### config.mk
export PLATFORM = sky130hd
export DESIGN_NAME = corr_stream_gen
export DESIGN_NICKNAME = d
export VERILOG_FILES = /design/src/rtl/csg_pkg.sv /design/src/rtl/csg_lfsr.sv /design/src/rtl/csg_div.sv /design/src/rtl/corr_stream_gen.sv
export SDC_FILE = /design/constraint.sdc
export NUM_CORES = 1
export LEC_CHECK = 0
export BUFFER_PORTS_ARGS = -buffer_cell sky130_fd_sc_hd__buf_4
export CAP_MARGIN = 20
export CORE_MARGIN = 8
export CORE_UTILIZATION = 60
export DETAILED_ROUTE_END_ITERATION = 12
export MAX_ROUTING_LAYER = met4
export PLACE_DENSITY_LB_ADDON = 0.08
export SLEW_MARGIN = 20
export SYNTH_ARGS = -nofsm -noshare
export SYNTH_HDL_FRONTEND = slang
export SYNTH_HIERARCHICAL = 1
export SYNTH_SLANG_ARGS = --single-unit
### constraint.sdc
create_clock -name clk -period 4.7 [get_ports clk]
set_input_delay 0.94 -clock clk [delete_from_list [all_inputs] [get_ports clk]]
set_output_delay 0.94 -clock clk [all_outputs]
set_load 0.05 [all_outputs]
### src/rtl/csg_pkg.sv
package csg_pkg;

    localparam int PROB_W    = 12;
    localparam int FRAME_LEN = 1024;
    localparam int CNT_W     = $clog2(FRAME_LEN + 1);
    localparam int IDX_W     = $clog2(FRAME_LEN);

    typedef logic [PROB_W-1:0] prob_t;
    typedef logic [CNT_W-1:0]  cnt_t;

    typedef enum logic [1:0] {
        ST_IDLE = 2'd0,
        ST_DIV  = 2'd1,
        ST_RUN  = 2'd2,
        ST_FIN  = 2'd3
    } gen_state_t;

    typedef struct packed {
        prob_t px;
        prob_t py;
        prob_t p11;
    } gen_cfg_t;

    typedef struct packed {
        cnt_t x;
        cnt_t y;
        cnt_t xy;
    } ones_cnt_t;

    // Feedback polynomial x^12 + x^11 + x^10 + x^4 + 1.
    function automatic prob_t lfsr_advance(input prob_t s);
        return {s[10:0], s[11] ^ s[10] ^ s[9] ^ s[3]};
    endfunction

    function automatic prob_t nonzero_seed(input prob_t s);
        return (s == '0) ? prob_t'(1) : s;
    endfunction

endpackage

### src/rtl/csg_lfsr.sv
module csg_lfsr
    import csg_pkg::*;
(
    input  logic  clk,
    input  logic  rst,
    input  logic  load,
    input  prob_t seed,
    input  logic  step,
    output prob_t value
);

    prob_t st_q;

    always_ff @(posedge clk) begin
        if (rst) begin
            st_q <= prob_t'(1);
        end else if (load) begin
            st_q <= nonzero_seed(seed);
        end else if (step) begin
            st_q <= lfsr_advance(st_q);
        end
    end

    assign value = st_q;

    // the register never reaches the lock-up state
    a_r5_lfsr_nonzero: assert property (@(posedge clk) disable iff (rst)
        st_q != '0);

endmodule

### src/rtl/csg_div.sv
module csg_div #(
    parameter int W = 12
) (
    input  logic         clk,
    input  logic         rst,
    input  logic         load,
    input  logic [W:0]   num,
    input  logic [W:0]   den,
    output logic [W-1:0] quo,
    output logic         ready
);

    localparam int IW = $clog2(W + 1);

    logic [W+1:0] rem_q;
    logic [W:0]   den_q;
    logic [W-1:0] q_q;
    logic [IW-1:0] it_q;
    logic busy_q, have_q, sat_q, zero_q;
    logic [W+1:0] shifted;
    logic         fits;

    assign shifted = {rem_q[W:0], 1'b0};
    assign fits    = shifted >= {1'b0, den_q};

    always_ff @(posedge clk) begin
        if (rst) begin
            rem_q  <= '0;
            den_q  <= '0;
            q_q    <= '0;
            it_q   <= '0;
            busy_q <= 1'b0;
            have_q <= 1'b0;
            sat_q  <= 1'b0;
            zero_q <= 1'b0;
        end else if (load) begin
            rem_q  <= {1'b0, num};
            den_q  <= den;
            q_q    <= '0;
            it_q   <= '0;
            busy_q <= 1'b1;
            have_q <= 1'b0;
            zero_q <= (den == '0);
            sat_q  <= (den != '0) && (num >= den);
        end else if (busy_q) begin
            rem_q <= fits ? (shifted - {1'b0, den_q}) : shifted;
            q_q   <= {q_q[W-2:0], fits};
            it_q  <= it_q + 1'b1;
            if (it_q == IW'(W - 1)) begin
                busy_q <= 1'b0;
                have_q <= 1'b1;
            end
        end
    end

    assign quo   = zero_q ? '0 : (sat_q ? '1 : q_q);
    assign ready = have_q && !busy_q;

    // restoring invariant, remainder stays below the divisor
    a_r2_rem_below_den: assert property (@(posedge clk) disable iff (rst)
        (busy_q && !sat_q && !zero_q) |-> (rem_q < {1'b0, den_q}));

    // the iteration count never runs past the quotient width
    a_r2_iter_bound: assert property (@(posedge clk) disable iff (rst)
        busy_q |-> (it_q < IW'(W)));

endmodule

### src/rtl/corr_stream_gen.sv
module corr_stream_gen
    import csg_pkg::*;
(
    input  logic        clk,
    input  logic        rst,
    input  logic        start,
    input  logic [11:0] px_i,
    input  logic [11:0] py_i,
    input  logic [11:0] p11_i,
    input  logic [11:0] seed_a_i,
    input  logic [11:0] seed_b_i,
    output logic        x_o,
    output logic        y_o,
    output logic        valid_o,
    output logic        done_o,
    output logic [10:0] ones_x_o,
    output logic [10:0] ones_y_o,
    output logic [10:0] ones_xy_o
);

    localparam int NDIV = 2;

    gen_state_t st_q;
    gen_cfg_t   cfg;
    prob_t      px_q;
    ones_cnt_t  cnt_q;
    logic [IDX_W-1:0] idx_q;

    logic accept, step;
    prob_t rnd_a, rnd_b;
    logic [PROB_W:0] div_num [NDIV];
    logic [PROB_W:0] div_den [NDIV];
    prob_t           div_quo [NDIV];
    logic [NDIV-1:0] div_rdy;
    logic xb, yb;
    prob_t thr;

    assign cfg    = '{px: px_i, py: py_i, p11: p11_i};
    assign accept = (st_q == ST_IDLE) && start;
    assign step   = (st_q == ST_RUN);

    // Index 1: threshold given X=1; index 0: threshold given X=0.
    assign div_num[1] = {1'b0, cfg.p11};
    assign div_den[1] = {1'b0, cfg.px};
    assign div_num[0] = (cfg.py >= cfg.p11) ? {1'b0, cfg.py - cfg.p11} : '0;
    assign div_den[0] = (PROB_W+1)'(1 << PROB_W) - {1'b0, cfg.px};

    generate
        for (genvar g = 0; g < NDIV; g++) begin : g_div
            csg_div #(.W(PROB_W)) u_div (
                .clk   (clk),
                .rst   (rst),
                .load  (accept),
                .num   (div_num[g]),
                .den   (div_den[g]),
                .quo   (div_quo[g]),
                .ready (div_rdy[g])
            );
        end
    endgenerate

    csg_lfsr u_src_a (
        .clk(clk), .rst(rst), .load(accept), .seed(seed_a_i),
        .step(step), .value(rnd_a)
    );

    csg_lfsr u_src_b (
        .clk(clk), .rst(rst), .load(accept), .seed(seed_b_i),
        .step(step), .value(rnd_b)
    );

    assign xb  = rnd_a < px_q;
    assign thr = xb ? div_quo[1] : div_quo[0];
    assign yb  = rnd_b < thr;

    always_ff @(posedge clk) begin
        if (rst) begin
            st_q    <= ST_IDLE;
            px_q    <= '0;
            cnt_q   <= '0;
            idx_q   <= '0;
            x_o     <= 1'b0;
            y_o     <= 1'b0;
            valid_o <= 1'b0;
            done_o  <= 1'b0;
        end else begin
            unique case (st_q)
                ST_IDLE: begin
                    done_o <= 1'b0;
                    if (start) begin
                        st_q  <= ST_DIV;
                        px_q  <= cfg.px;
                        cnt_q <= '0;
                    end
                end
                ST_DIV: begin
                    if (&div_rdy) begin
                        st_q  <= ST_RUN;
                        idx_q <= '0;
                    end
                end
                ST_RUN: begin
                    x_o      <= xb;
                    y_o      <= yb;
                    valid_o  <= 1'b1;
                    cnt_q.x  <= cnt_q.x + cnt_t'(xb);
                    cnt_q.y  <= cnt_q.y + cnt_t'(yb);
                    cnt_q.xy <= cnt_q.xy + cnt_t'(xb & yb);
                    idx_q    <= idx_q + 1'b1;
                    if (idx_q == IDX_W'(FRAME_LEN - 1)) st_q <= ST_FIN;
                end
                ST_FIN: begin
                    valid_o <= 1'b0;
                    done_o  <= 1'b1;
                    st_q    <= ST_IDLE;
                end
                default: st_q <= ST_IDLE;
            endcase
        end
    end

    assign ones_x_o  = cnt_q.x;
    assign ones_y_o  = cnt_q.y;
    assign ones_xy_o = cnt_q.xy;

    // done and valid never overlap
    a_r7_done_excl_valid: assert property (@(posedge clk) disable iff (rst)
        done_o |-> !valid_o);

    // done is a single-cycle pulse
    a_r7_done_pulse: assert property (@(posedge clk) disable iff (rst)
        done_o |=> !done_o);

    // a frame only ends through done
    a_r6_end_with_done: assert property (@(posedge clk) disable iff (rst)
        $fell(valid_o) |-> done_o);

    // both dividers finish together
    a_r2_div_lockstep: assert property (@(posedge clk) disable iff (rst)
        $countones(div_rdy) != 1);

    // the joint count never exceeds either marginal count
    a_r8_joint_bound: assert property (@(posedge clk) disable iff (rst)
        (ones_xy_o <= ones_x_o) && (ones_xy_o <= ones_y_o));

    // start during a frame does not break the run
    a_r9_start_ignored: assert property (@(posedge clk) disable iff (rst)
        (valid_o && start) |=> (valid_o || done_o));

endmodule

; ---- After elaboration in Yosys (flattened, before gate mapping)
; Cells that the tools add are included.
[op_classes]
n_addsub = 10
mul = 0
div = 0
order_cmp = 7
n_eq_ne = 9
n_shift = 0
mux = 34
bitwise_logic = 7
reduce_logical = 29
[ops]
columns = operator, count
row1 = $mux W12, 14
row2 = $pmux W33 S2, 1
row3 = $mux W13, 4
row4 = $add A11 B1 Y11, 3
row5 = $mux W33, 1
row6 = $logic_not A13 Y1, 2
row7 = $reduce_bool A13 Y1, 2
row8 = $ge A12 B12 Y1, 2
row9 = $logic_not A12 Y1, 2
row10 = $lt A12 B12 Y1, 2
row11 = $pmux W10 S2, 1
row12 = $ge A14 B12 Y1, 1
row13 = $ge A14 B13 Y1, 1
row14 = $reduce_bool A2 Y1, 7
row15 = $ge A12 B13 Y1, 1
row16 = $sub A13 B12 Y13, 1
row17 = $sub A13 B12 Y13 const A, 1
row18 = $sub A13 B13 Y13, 1
row19 = $reduce_and A2 Y1, 6
row20 = $sub A12 B12 Y12, 1
row21 = $add A10 B1 Y10 const B, 1
row22 = $eq A10 B10 Y1 const B, 1
row23 = $mux W10, 1
row24 = $add A4 B1 Y4 const B, 2
row25 = 16 further kinds, 37
[totals]
regBits = 176
latchBits = 0
ram_bits = 0
romBits = 0
input_bits = 63
elab_cells = 125
n_memories = 0

; ---- Depth between registers and ports, before layout
[depth]
word_depth = 7
ltp_mapped = 21

; ---- Modules after synthesis
; Netlist, hierarchy kept.
[modules_own_cells]
columns = module, n_inst, cells_each, area_each_um2, seq_area_each_um2
row1 = csg_div, 2, 373, 3105.5, 920.9
row2 = corr_stream_gen, 1, 510, 4126.5, 1221.2
row3 = csg_lfsr, 2, 73, 599.3, 240.2

; ---- Worst setup path after synthesis
; OpenSTA, ideal clock, no wires.
[synth_path]
path_type = input port to flip-flop
from = in py_i[0]
to = reg g_div[0].u_div.sat_q
arrival_time_ps = 3781
t_required_ps = 4566
path_slack_ps = 785
path_stages = 19
path_cell_list = inv_1 ha_1 inv_1 fa_1 a211oi_2 o21ai_1 a41oi_2 a21oi_1 a211oi_2 buf_6 nor2_2 inv_1 ha_1 nand2b_1 a21o_1 a211o_1 o2111ai_1 a31o_1 a211oi_1
[synth_lines]
columns = item, line_no
row1 = start: declaration, corr_stream_gen.sv:8  ; input logic [11:0] py_i,
row2 = end signal: assignment, csg_div.sv:44  ; sat_q <= (den != '0) && (num >= den);
row3 = end: declaration, csg_div.sv:19  ; logic busy_q, have_q, sat_q, zero_q;

; ---- Worst setup path in the final report
[layout_path]
from = reg px_q[11]
to = reg cnt_q, in the netlist ones_y_o[10]
[layout_between]
elab_chain_cells = 5
[layout_lines]
columns = item, line_no
row1 = start: declaration, corr_stream_gen.sv:25  ; prob_t px_q;
row2 = start signal: assignment, corr_stream_gen.sv:92  ; px_q <= cfg.px;
row3 = $lt A12 B12 Y1, corr_stream_gen.sv:72  ; assign xb = rnd_a < px_q;
row4 = $mux W12, corr_stream_gen.sv:73  ; assign thr = xb ? div_quo[1] : div_quo[0];
row5 = $lt A12 B12 Y1, corr_stream_gen.sv:74  ; assign yb = rnd_b < thr;
row6 = net yb, corr_stream_gen.sv:35  ; logic xb, yb;
row7 = $add A11 B1 Y11, corr_stream_gen.sv:107  ; cnt_q.y <= cnt_q.y + cnt_t'(yb);
row8 = $pmux W33 S2, corr_stream_gen.sv:87  ; unique case (st_q)
row9 = end: declaration, corr_stream_gen.sv:26  ; ones_cnt_t cnt_q;
; The timed path passes the listed nets, and every way through them passes these cells.
; A chain may end at the register's enable or synchronous reset.

==> summary.md <==
| Metric | Value |
|---|---|
| Status | complete, no violations |
| Flop pwr share | 0.270 |
| Largest stage delay, worst path | 0.34 ns |
| CTS tree | done |
| DR vias | 10.2k |
| CTS Hold Bufs | 0 |
| Post-synthesis sequential area ratio | 0.307 |
| CP Launch Type | flop |
| Overflow after GRT | 0 |
| Vias in the first global route | 9680 |
| Largest net degree at the start of global routing | 51 |
| Pwr dens | 563 mW/mm² |
| Area contributors post-synth | dfxtp_1 31%, ha_1 11%, mux2i_1 7.7% |
| Sw Share | 0.443 |
| Cell count after synthesis | 1402 |
| Synth Area per Inst | 8.23 µm² |
| Post-Route WL | 28.6 mm |
| Die area | 0.0239 mm² |
| Library cells used by synthesis | 80 |
| DRT iter0 DRCs | 605 |
| Initial Util | 0.615 |
| Leak | 5.36 nW |
| I/O pins | 100 |
| Most frequent cells in the layout | 233 x nor2_1, 177 x dfxtp_1, 110 x buf_4 |
| Worst setup margin | 0.437 ns |
| Antenna violations before repair | 0 |
| Clock transition at path regs | 0.07 ns |
| Largest family of logic cells by synthesized area | simple AND/OR/NAND/NOR gates |
| Post-synth top area cell | dfxtp_1 |
| IO buf count | 99 |
| Fin crit share | 0.907 |
| Num Clock Sinks | 177 |
| Top cell by count, worst path | ha_1 |
| Post-route total power | 7.32 mW |
| Crit Path Class | reg -> reg |
| Final hold vios | 0 |
| Slowest cell on the critical path | dfxtp_1 |
| Clock power share | 0.195 |
| Cell row count | 50 |
| Top_reg_cell synth | dfxtp_1 |
| Placed inst area | 0.0124 mm² |
| Combinational Power Share | 0.535 |
| Post-CTS Resized | 0 |
| GP Congestion | 0.938 |
| Post-DP HPWL | 21.2 mm |
| Peak supply drop | 0.000390 V |
| H-tree depth reported by CTS | 4 |
| Mapped cell area | 0.0115 mm² |
| Worst Max-Slew Pin Slew | 0.920 ns |
| #FFs+latches synth | 177 |
| CP endpoint kind | flop |
| Ys async rst share | 0 |
| Syn-to-layout area delta | 12.7% |
| CTS root buffer | clkbuf_16 |
| Final setup viols | 0 |
| Inserted Clock Buffers | 17 |
| Internal power | 4.08 mW |
| DRC viols | 0 |
| Worst path required time | 4.99 ns |
| First-pass GRT wire length | 47.5 mm |
| Min-Delay Path Class | reg -> reg |
| Design Area, Final | 0.0130 mm² |
| Crit path time final | 4.26 ns |
| Gr usage total | 0.244 |
| Adder-cell share of the synthesized area | 0.115 |
| XOR/XNOR Fraction of Synth Area | 0.0501 |
| Core area | 0.0188 mm² |
| Antenna Cells | 0 |
| DR vias/cell | 5.91 |
| Fillcell total | 1581 |
| Number of flops mapped to enable cells by yosys | 0 |
| Fraction of the mapped netlist area in simple logic gates | 0.205 |
| Fin. max-slew vios | 0 |
| Post-Place Worst Slack | 0.286 ns |
| Antenna viol nets, final | 0 |
| Relative slew margins | 0.387 |
| Critical path data arrival time | 4.56 ns |
| Max-Cap Viols | 0 |
| Drt first pass iters | 5 |
| Crit path max-delay family | compound AO/OA/AOI/OAI gates |
| Final nets | 1649 |
| Worst path bufs/invs | 1 |
| Proportion of synthesized area in mux cells | 0.0782 |
| Switching pwr | 3.25 mW |
| Achievable Freq | 235 MHz |
| Worst-path cell chain | inv_1 > ha_1 > nand4_1 > a211oi_1 > a31oi_2 > nand2_4 > mux2i_1 > ha_1 > a2111oi_1 > o21ai_0 > o2111ai_1 > nand2_1 > a311oi_1 > ha_1 > ha_1 > nand3_1 > nor2_1 > nand3_1 > xor2_1 > nor2_1 |
| Crit-path max FO | 14 |
| Synth Warn # | 6 |
| Proportion of layout cells with a drive suffix above 1 | 0.132 |
| Area fraction of the dominant cell type after synthesis | 0.307 |
| Maximum clock path buffer count | 2 |
| Final TNS setup | 0 ns |
| Setup Fix Bufs, Post-CTS | 0 |
| RSZ-0062 raised after global routing | false |
| Complex-gate fraction of the synthesized area | 0.189 |
| Commonest non-fill, non-tap cell in the layout | nor2_1 |
| WL/cell | 16.5 µm |
| Die span in y | 155 µm |
| Clk_lat worst skew | 0.43 ns |
| Chip Width | 155 µm |
| Clock Skews | 0.00997 ns |
## power groups by stage
stage               Clock [mW]  Sequential [mW]  Combinational, mW
finish                    1.43             1.98               3.92
global route              1.52             2.01               4.35
CTS                       1.45             1.97               3.86
detailed placement           0             2.00               3.83
global placement             0             2.00               3.77
floorplan                    0             1.96               3.14
## state kept, by name, indices dropped and copies added, names as in the netlist, 10 cells and up
register and flops:
g_div.u_div/den_q 26, g_div.u_div/q_q 24, g_div.u_div/rem_q 26, idx_q 10, ones_x_o 11, ones_xy_o 11, ones_y_o 11, px_q 12
u_src_a/value 12, u_src_b/value 12
## synth_stat cells, types with 11 or more instances
| cell | instances |
|---|---|
| nor2_1 | 233 |
| dfxtp_1 | 177 |
| ha_1 | 101 |
| inv_1 | 93 |
| nand2_1 | 90 |
| mux2i_1 | 89 |
| a21oi_1 | 88 |
| o21ai_0 | 38 |
| xor2_1 | 38 |
| xnor2_1 | 28 |
| clkbuf_1 | 26 |
| nor3_1 | 26 |
| a22oi_1 | 24 |
| nand4_1 | 22 |
| a211oi_1 | 20 |
| nand3_1 | 18 |
| a21o_1 | 17 |
| o211ai_1 | 16 |
| o21a_1 | 16 |
| or3_1 | 16 |
| and3_1 | 14 |
| o21ai_1 | 14 |
| o221ai_1 | 14 |
| nor2b_1 | 13 |
| buf_2 | 11 |
| nand2b_1 | 11 |
## kinds of logic after synthesis
family                     Yosys count
other                                1
xor gates and xnor gates            66
AOI/OAI and AO/OA                  313
muxes                               90
and+or+nand+nor                    503
DFF                                177
adders and majority gates          104
buffers and inverters              148
## through the flow
step / cells / utilization / hold slack, ns
2_1_floorplan: 1408 / - / 0.432
3_3_place_gp: 1697 / 0.660 / 0.444
3_5_place_dp: 1697 / 0.660 / 0.450
4_1_cts: 1728 / 0.692 / 0.460
5_1_grt: 1728 / 0.693 / 0.482
6_report: 1728 / 0.693 / 0.456
## path summary, 6_finish.rpt
| check | endpoint | cells past startpoint | slack (ns) | startpoint |
|---|---|---|---|---|
| max | ones_y_o[10] | 20 | 0.44 | px_q[11] |
| min | px_q[1] | 2 | 0.46 | px_q[1] |
| max reg2reg | ones_y_o[10] | 20 | 0.44 | px_q[11] |
| min reg2reg | px_q[1] | 2 | 0.46 | px_q[1] |
## routing by layer
layer,routed length (µm),GRT usage,up-vias
met5,0,-,-
li1,-,-,5115
met2,13400,0.393,259
met3,1290,0.0323,42
met4,520,0.0733,0
met1,13300,0.314,4804
## tightest hold or removal path, delay by kind of cell (launching register included)
family          cells  cell delay [ns]
compound gates      1             0.05
flops               1             0.31
simple gates        1             0.05
## final cells by class
class / count / area (µm²) / share of cell area
multi-input cells: 1083 / 7390 / 0.569
repair buffers: 110 / 826 / 0.0635
flip-flops and latches: 177 / 3540 / 0.272
well taps: 234 / 293 / 0.0225
inverters: 93 / 352 / 0.0270
clock buffers: 17 / 425 / 0.0327
clock inverters: 14 / 171 / 0.0132
(Power assumes the default switching activity.)
